===== config.mk =====
export PLATFORM = sky130hd
export DESIGN_NAME = dma2d_agen
export DESIGN_NICKNAME = d
export VERILOG_FILES = /design/src/rtl/dma2d_pkg.sv /design/src/rtl/dma2d_fetch.sv /design/src/rtl/dma2d_walk.sv /design/src/rtl/dma2d_agen.sv
export SDC_FILE = /design/constraint.sdc
export NUM_CORES = 1
export LEC_CHECK = 0
export CAP_MARGIN = 20
export CORE_MARGIN = 5
export CORE_UTILIZATION = 40
export DETAILED_ROUTE_END_ITERATION = 16
export MAX_ROUTING_LAYER = met4
export PLACE_DENSITY = 0.68
export SLEW_MARGIN = 5
export SYNTH_ARGS = -nofsm -noshare
export SYNTH_HDL_FRONTEND = slang
export SYNTH_SLANG_ARGS = --single-unit

===== constraint.sdc =====
create_clock -name clk -period 8.1 [get_ports clk]
set_input_delay 1.62 -clock clk [delete_from_list [all_inputs] [get_ports clk]]
set_output_delay 1.62 -clock clk [all_outputs]
set_load 0.05 [all_outputs]

===== src/rtl/dma2d_pkg.sv =====
package dma2d_pkg;
  parameter int unsigned ADDR_W = 32;
  parameter int unsigned CNT_W  = 16;
  parameter int unsigned STR_W  = 16;

  typedef enum logic [1:0] {MODE_STOP, MODE_CIRC, MODE_LIST, MODE_ARRAY} agen_mode_e;

  typedef struct packed {
    logic [ADDR_W-1:0] next;
    logic [ADDR_W-1:0] start;
    logic              two_d;
    logic              irq_row;
    logic              chain;
    logic [CNT_W-1:0]  icnt;
    logic [STR_W-1:0]  istride;
    logic [CNT_W-1:0]  ocnt;
    logic [STR_W-1:0]  ostride;
  } agen_desc_t;

  // count field to element count: zero stands for 2**CNT_W
  function automatic logic [CNT_W:0] count_load(input logic [CNT_W-1:0] c);
    return (c == '0) ? ((CNT_W+1)'(1) << CNT_W) : {1'b0, c};
  endfunction

  function automatic logic [ADDR_W-1:0] step_addr(input logic [ADDR_W-1:0] a,
                                                  input logic [STR_W-1:0] s,
                                                  input int unsigned sh);
    logic signed [ADDR_W-1:0] ext;
    ext = ADDR_W'(signed'(s));
    return a + ADDR_W'(ext <<< sh);
  endfunction

  function automatic logic [ADDR_W-1:0] page_merge(input logic [ADDR_W-1:0] page,
                                                   input logic [ADDR_W-1:0] low,
                                                   input int unsigned lo_w);
    logic [ADDR_W-1:0] m;
    m = (ADDR_W'(1) << lo_w) - ADDR_W'(1);
    return (page & ~m) | (low & m);
  endfunction
endpackage


===== src/rtl/dma2d_fetch.sv =====
module dma2d_fetch
  import dma2d_pkg::*;
#(
  parameter int unsigned PAGE_LO_W = 16
) (
  input  logic              clk,
  input  logic              rst_n,
  input  logic              go,
  input  logic              array_mode,
  input  logic [ADDR_W-1:0] ptr,
  input  logic [ADDR_W-1:0] page,
  output logic              rd_req,
  output logic [ADDR_W-1:0] rd_addr,
  input  logic              rd_valid,
  input  logic [ADDR_W-1:0] rd_data,
  output logic              done,
  output agen_desc_t        desc
);
  localparam logic [2:0] LAST_IDX    = 3'd6;
  localparam int unsigned ARRAY_WORDS = 6;

  typedef enum logic [1:0] {F_IDLE, F_REQ, F_WAIT} fst_e;
  fst_e              st;
  logic [2:0]        idx;
  logic [2:0]        off;
  logic [ADDR_W-1:0] base;
  logic              arr;

  assign rd_req  = (st == F_REQ);
  assign rd_addr = base + ADDR_W'(off);

  always_ff @(posedge clk) begin
    if (!rst_n) begin
      st <= F_IDLE; idx <= '0; off <= '0; base <= '0; arr <= 1'b0;
      done <= 1'b0; desc <= '0;
    end else begin
      done <= 1'b0;
      case (st)
        F_IDLE: if (go) begin
          base <= ptr;
          arr  <= array_mode;
          idx  <= array_mode ? 3'd1 : 3'd0;
          off  <= '0;
          st   <= F_REQ;
          if (array_mode) desc.next <= ptr + ADDR_W'(ARRAY_WORDS);
        end
        F_REQ: st <= F_WAIT;
        F_WAIT: if (rd_valid) begin
          case (idx)
            3'd0: desc.next    <= rd_data;
            3'd1: desc.start   <= arr ? page_merge(page, rd_data, PAGE_LO_W) : rd_data;
            3'd2: {desc.chain, desc.irq_row, desc.two_d} <= rd_data[2:0];
            3'd3: desc.icnt    <= rd_data[CNT_W-1:0];
            3'd4: desc.istride <= rd_data[STR_W-1:0];
            3'd5: desc.ocnt    <= rd_data[CNT_W-1:0];
            default: desc.ostride <= rd_data[STR_W-1:0];
          endcase
          if (idx == LAST_IDX) begin
            st   <= F_IDLE;
            done <= 1'b1;
          end else begin
            idx <= idx + 3'd1;
            off <= off + 3'd1;
            st  <= F_REQ;
          end
        end
        default: st <= F_IDLE;
      endcase
    end
  end
endmodule


===== src/rtl/dma2d_walk.sv =====
module dma2d_walk
  import dma2d_pkg::*;
#(
  parameter int unsigned ELEM_SHIFT = 0
) (
  input  logic              clk,
  input  logic              rst_n,
  input  logic              load,
  input  agen_desc_t        desc,
  input  logic              wrap,
  input  logic              xfer,
  output logic              active,
  output logic [ADDR_W-1:0] addr,
  output logic              row_end,
  output logic              buf_end,
  output logic              irq
);
  localparam logic [CNT_W:0] ONE = (CNT_W+1)'(1);

  agen_desc_t     d;
  logic [CNT_W:0] ileft;
  logic [CNT_W:0] oleft;
  logic           take;

  assign take    = active & xfer;
  assign row_end = take & (ileft == ONE);
  assign buf_end = row_end & (!d.two_d | (oleft == ONE));
  assign irq     = d.irq_row ? row_end : buf_end;

  always_ff @(posedge clk) begin
    if (!rst_n) begin
      active <= 1'b0; addr <= '0; ileft <= '0; oleft <= '0; d <= '0;
    end else if (load) begin
      d      <= desc;
      addr   <= desc.start;
      ileft  <= count_load(desc.icnt);
      oleft  <= count_load(desc.ocnt);
      active <= 1'b1;
    end else if (take) begin
      if (buf_end) begin
        if (wrap) begin
          addr  <= d.start;
          ileft <= count_load(d.icnt);
          oleft <= count_load(d.ocnt);
        end else begin
          active <= 1'b0;
        end
      end else if (row_end) begin
        addr  <= step_addr(addr, d.ostride, ELEM_SHIFT);
        ileft <= count_load(d.icnt);
        oleft <= oleft - ONE;
      end else begin
        addr  <= step_addr(addr, d.istride, ELEM_SHIFT);
        ileft <= ileft - ONE;
      end
    end
  end
endmodule


===== src/rtl/dma2d_agen.sv =====
module dma2d_agen
  import dma2d_pkg::*;
#(
  parameter int unsigned ELEM_SHIFT = 0,
  parameter int unsigned PAGE_LO_W  = 16
) (
  input  logic              clk,
  input  logic              rst_n,
  input  logic              start,
  input  logic [1:0]        reg_mode,
  input  logic [2:0]        reg_cfg,
  input  logic [ADDR_W-1:0] reg_addr,
  input  logic [CNT_W-1:0]  reg_icnt,
  input  logic [STR_W-1:0]  reg_istride,
  input  logic [CNT_W-1:0]  reg_ocnt,
  input  logic [STR_W-1:0]  reg_ostride,
  input  logic [ADDR_W-1:0] reg_desc_ptr,
  input  logic [ADDR_W-1:0] reg_page,
  output logic              rd_req,
  output logic [ADDR_W-1:0] rd_addr,
  input  logic              rd_valid,
  input  logic [ADDR_W-1:0] rd_data,
  input  logic              xfer,
  output logic              addr_valid,
  output logic [ADDR_W-1:0] addr,
  output logic              row_done,
  output logic              buf_done,
  output logic              irq
);
  typedef enum logic [1:0] {T_IDLE, T_FETCH, T_RUN} tst_e;

  tst_e              st;
  agen_mode_e        mode_q;
  logic              chain_q;
  logic [ADDR_W-1:0] next_q;
  agen_desc_t        reg_desc, fetched, load_desc;
  logic              start_ok, from_list, fetch_go, fetch_done, walk_load;
  logic [ADDR_W-1:0] fetch_ptr;
  logic              listish_q;

  always_comb begin
    reg_desc         = '0;
    reg_desc.start   = reg_addr;
    reg_desc.two_d   = reg_cfg[0];
    reg_desc.irq_row = reg_cfg[1];
    reg_desc.icnt    = reg_icnt;
    reg_desc.istride = reg_istride;
    reg_desc.ocnt    = reg_ocnt;
    reg_desc.ostride = reg_ostride;
  end

  assign start_ok  = start && (st == T_IDLE);
  assign from_list = reg_mode[1];
  assign listish_q = (mode_q == MODE_LIST) || (mode_q == MODE_ARRAY);
  assign fetch_go  = (start_ok && from_list) ||
                     ((st == T_RUN) && buf_done && listish_q && chain_q);
  assign fetch_ptr = start_ok ? reg_desc_ptr : next_q;
  assign walk_load = (start_ok && !from_list) || fetch_done;
  assign load_desc = fetch_done ? fetched : reg_desc;

  dma2d_fetch #(.PAGE_LO_W(PAGE_LO_W)) i_fetch (
    .clk(clk), .rst_n(rst_n), .go(fetch_go),
    .array_mode(start_ok ? (reg_mode == 2'd3) : (mode_q == MODE_ARRAY)),
    .ptr(fetch_ptr), .page(reg_page),
    .rd_req(rd_req), .rd_addr(rd_addr), .rd_valid(rd_valid), .rd_data(rd_data),
    .done(fetch_done), .desc(fetched)
  );

  dma2d_walk #(.ELEM_SHIFT(ELEM_SHIFT)) i_walk (
    .clk(clk), .rst_n(rst_n), .load(walk_load), .desc(load_desc),
    .wrap(mode_q == MODE_CIRC), .xfer(xfer),
    .active(addr_valid), .addr(addr),
    .row_end(row_done), .buf_end(buf_done), .irq(irq)
  );

  always_ff @(posedge clk) begin
    if (!rst_n) begin
      st <= T_IDLE; mode_q <= MODE_STOP; chain_q <= 1'b0; next_q <= '0;
    end else begin
      if (walk_load) begin
        chain_q <= load_desc.chain;
        next_q  <= load_desc.next;
      end
      case (st)
        T_IDLE: if (start) begin
          mode_q <= agen_mode_e'(reg_mode);
          st     <= from_list ? T_FETCH : T_RUN;
        end
        T_FETCH: if (fetch_done) st <= T_RUN;
        T_RUN: if (buf_done && (mode_q != MODE_CIRC))
          st <= (listish_q && chain_q) ? T_FETCH : T_IDLE;
        default: st <= T_IDLE;
      endcase
    end
  end
endmodule


==> metrics.txt <==
status=complete, no violations; synth top area cells=dfxtp_1, nor2_1, mux2i_1, nand2_1, a21oi_1; Distinct cells, synth=78; WP buf/inv=2; dpl hpwl=48700 um; fin. max-slew vios=0; Routed Antenna Nets=0; commonest non-fill, non-tap cells in the layout=nor2_1, dfxtp_1, nand2_1; Post-DP Area=0.02270 sq mm; Final nets=2899; post-synthesis sequential area ratio=38.00%; core box area=0.04895 sq mm; final worst-path cycle share=74.99%; Mapped Nets=2744; Max Buffers Root-to-Sink=3; clock sinks=375; fill cell count=4660; pin count of the biggest net entering global routing=193; Critical Path RT=8.54 ns; Post-Place Cells=3266; Reg clk slew, reported paths=0.06 ns; Max-cap violations=0; Post-synth EDFFs=0; Worst Tran Pin Value=1.114 ns; number of global-route vias before repair=18449; Seq cells post-synth=375; # setup viols final=0; Final Non-Filler Cells=3351; average vias per placed instance=5.759; CTS Buf Count=43; CTS tree=built; critical-path cell list=clkdlybuf4s50_1 > and2_1 > nand4_1 > nor2_2 > buf_4 > nand2_1 > nand2_1 > ha_1 > a21o_1 > a21o_1 > or3_1 > o21ai_0 > o31a_1 > xor2_1 > o22ai_1; Hold Vio Cnt, Final=0; RePlAce Congestion=0.9112; share of cells above drive strength 1=5.961%; Yosys top cell area share=38.00%; WL/cell=20.43 um; Worst EP arrival=6.51 ns; unrepaired setup endpoints after global routing=no; Post-Synthesis Cells=2495; WL final=68450 um; global-route wire length before repair=105100 um; Critical Path End Type=flip-flop; clk_skew=0.02394 ns; std cell rows=81; CP Launch Point=xfer; CP max stage delay=0.63 ns; Crit Path Class=input port to flip-flop; vias=19300; hold buffer count at CTS=0; H-Tree Depth=2; setup repair bufs after CTS=0; critical path's slowest cell=nand2_1; CP startpoint kind=input port; Worst-Skew Late Latency=0.58 ns; drt first-iter violations=1753; Post-Synthesis Cell Area=0.01976 sq mm; Yosys top cell by area=dfxtp_1; post-route cell area=0.02415 sq mm; Final TNS setup=0 ns; commonest non-fill, non-tap cell in the layout=nor2_1; RR Startpoint=i_walk.ileft[10]; IO Count=271; crit-path max FO=19; Final min period=6.074 ns; top_reg_cell synth=dfxtp_1; grt ovf=0; relative slew slack=25.56%; Synth Warn #=0; DRT Pass-1 Iters=6; chip height=232.3 um; synthesis-to-finish area growth=22.25%; port bufs=253; Avg Cell Area, Syn=7.919 sq um; sequential cell area=0.007511 sq mm; VDD IR-drop max=0.0001513 V; Leak=8.671 nW; die area=0.05394 sq mm; fmax=164.6 MHz; CTS root buf=clkbuf_16; FFs w/ async S/R, synth=0%; antenna violations before repair=4; Core Util, Final=49.34%; Hold Crit Start=i_fetch.desc[82]; Starting Density=40.36%; Hold Crit Class=flip-flop to flip-flop; all-layer global routing usage=24.97%; drt drc=0; Die W=232.3 um; cts repair resizes=0; area of the multi-input gates=0.01151 sq mm; CP delay by family, top=simple AND/OR/NAND/NOR gates; Pwr Density=203.3 mW/mm^2
metrics by stage:
step / hold WS (ns) / setup slack, ns / total power [mW]
final: 0.4513 / 2.026 / 4.911
after global routing: 0.4711 / 1.699 / 5.091
after CTS: 0.4522 / 2.121 / 4.922
after detailed placement: 0.4439 / 1.573 / 2.979
after global placement: 0.4394 / 1.646 / 2.962
after floorplan: 0.4316 / 2.440 / 2.634
Yosys cell counts, types with 38 or more instances:
master	count
o21ai_0	141
a22oi_1	56
mux2_2	38
mux2i_1	128
a211oi_1	112
ha_1	45
clkbuf_1	138
nor2_1	379
nor3_1	43
dfxtp_1	375
nand2_1	307
a21oi_1	204
nand3_1	63
xnor2_1	57
power by group:
| group | leakage, nW | switching [mW] | internal, mW |
|---|---|---|---|
| clock network | 0.686 | 0.824 | 1.13 |
| registers | 3.05 | 0.0832 | 1.93 |
| logic | 4.93 | 0.570 | 0.371 |
layer usage:
| layer | global-route usage [%] | part of all wire (%) | vias up |
|---|---|---|---|
| li1 | - | - | 9237 |
| met1 | 33.60 | 44 | 9209 |
| met2 | 39.19 | 46 | 745 |
| met3 | 3.974 | 6.9 | 109 |
| met4 | 7.109 | 2.6 | 0 |
| met5 | - | 0 | - |
flip-flops by register name, indices dropped and copies added, names as in the netlist:
name and cells:
chain_q 1, i_fetch.arr 1, i_fetch.base 32, i_fetch.desc 131
i_fetch.done 1, i_fetch.idx 3, i_fetch.off 3, i_fetch.st 2
i_walk.active 1, i_walk.addr 32, i_walk.d 98, i_walk.ileft 17
i_walk.oleft 17, mode_q 2, next_q 32, st 2
worst reg2reg max path: stages, from the launching register on:
cell and delay, ns:
dfxtp_1 0.36, or4_1 0.65, or3_1 0.45, nor2_2 0.61
buf_4 0.37, nand2_1 0.09, nand2_1 0.63, ha_1 0.48
a21o_1 0.23, a21o_1 0.20, or3_1 0.37, o21ai_0 0.48
o31a_1 0.30, xor2_1 0.20, o22ai_1 0.11
cell type report:
type	count	area share [%]
antenna	3	0.03108
clock buffer	58	4.895
clock inverter	21	0.8599
inverter	27	0.4507
multi-input combinational	1921	47.65
sequential	375	31.10
tap	664	3.440
timing repair buffer	282	11.57
final timing paths:
kind	end	cells past startpoint	slack, ns
hold / removal	i_fetch.desc[82]	2	0.45
hold reg to reg	i_fetch.desc[82]	2	0.45
setup reg to reg	i_walk.addr[28]	14	2.44
setup / recovery	i_walk.addr[28]	15	2.03
cells by family (layout without fill, tap and decap cells):
| group | count (synthesis) | after routing | share of synthesized area [%] |
|---|---|---|---|
| AND/OR/NAND/NOR | 947 | 947 | 20.95 |
| AO/OA/AOI/OAI | 671 | 671 | 21.44 |
| flip-flops | 375 | 375 | 38.00 |
| buffers and inverters | 199 | 388 | 3.920 |
| multiplexers | 166 | 166 | 8.651 |
| XOR/XNOR | 90 | 90 | 3.990 |
| adder cells (fa/ha/maj) | 47 | 47 | 3.052 |
| other | 0 | 3 | 0 |
Power figures use the tool's default switching activity.
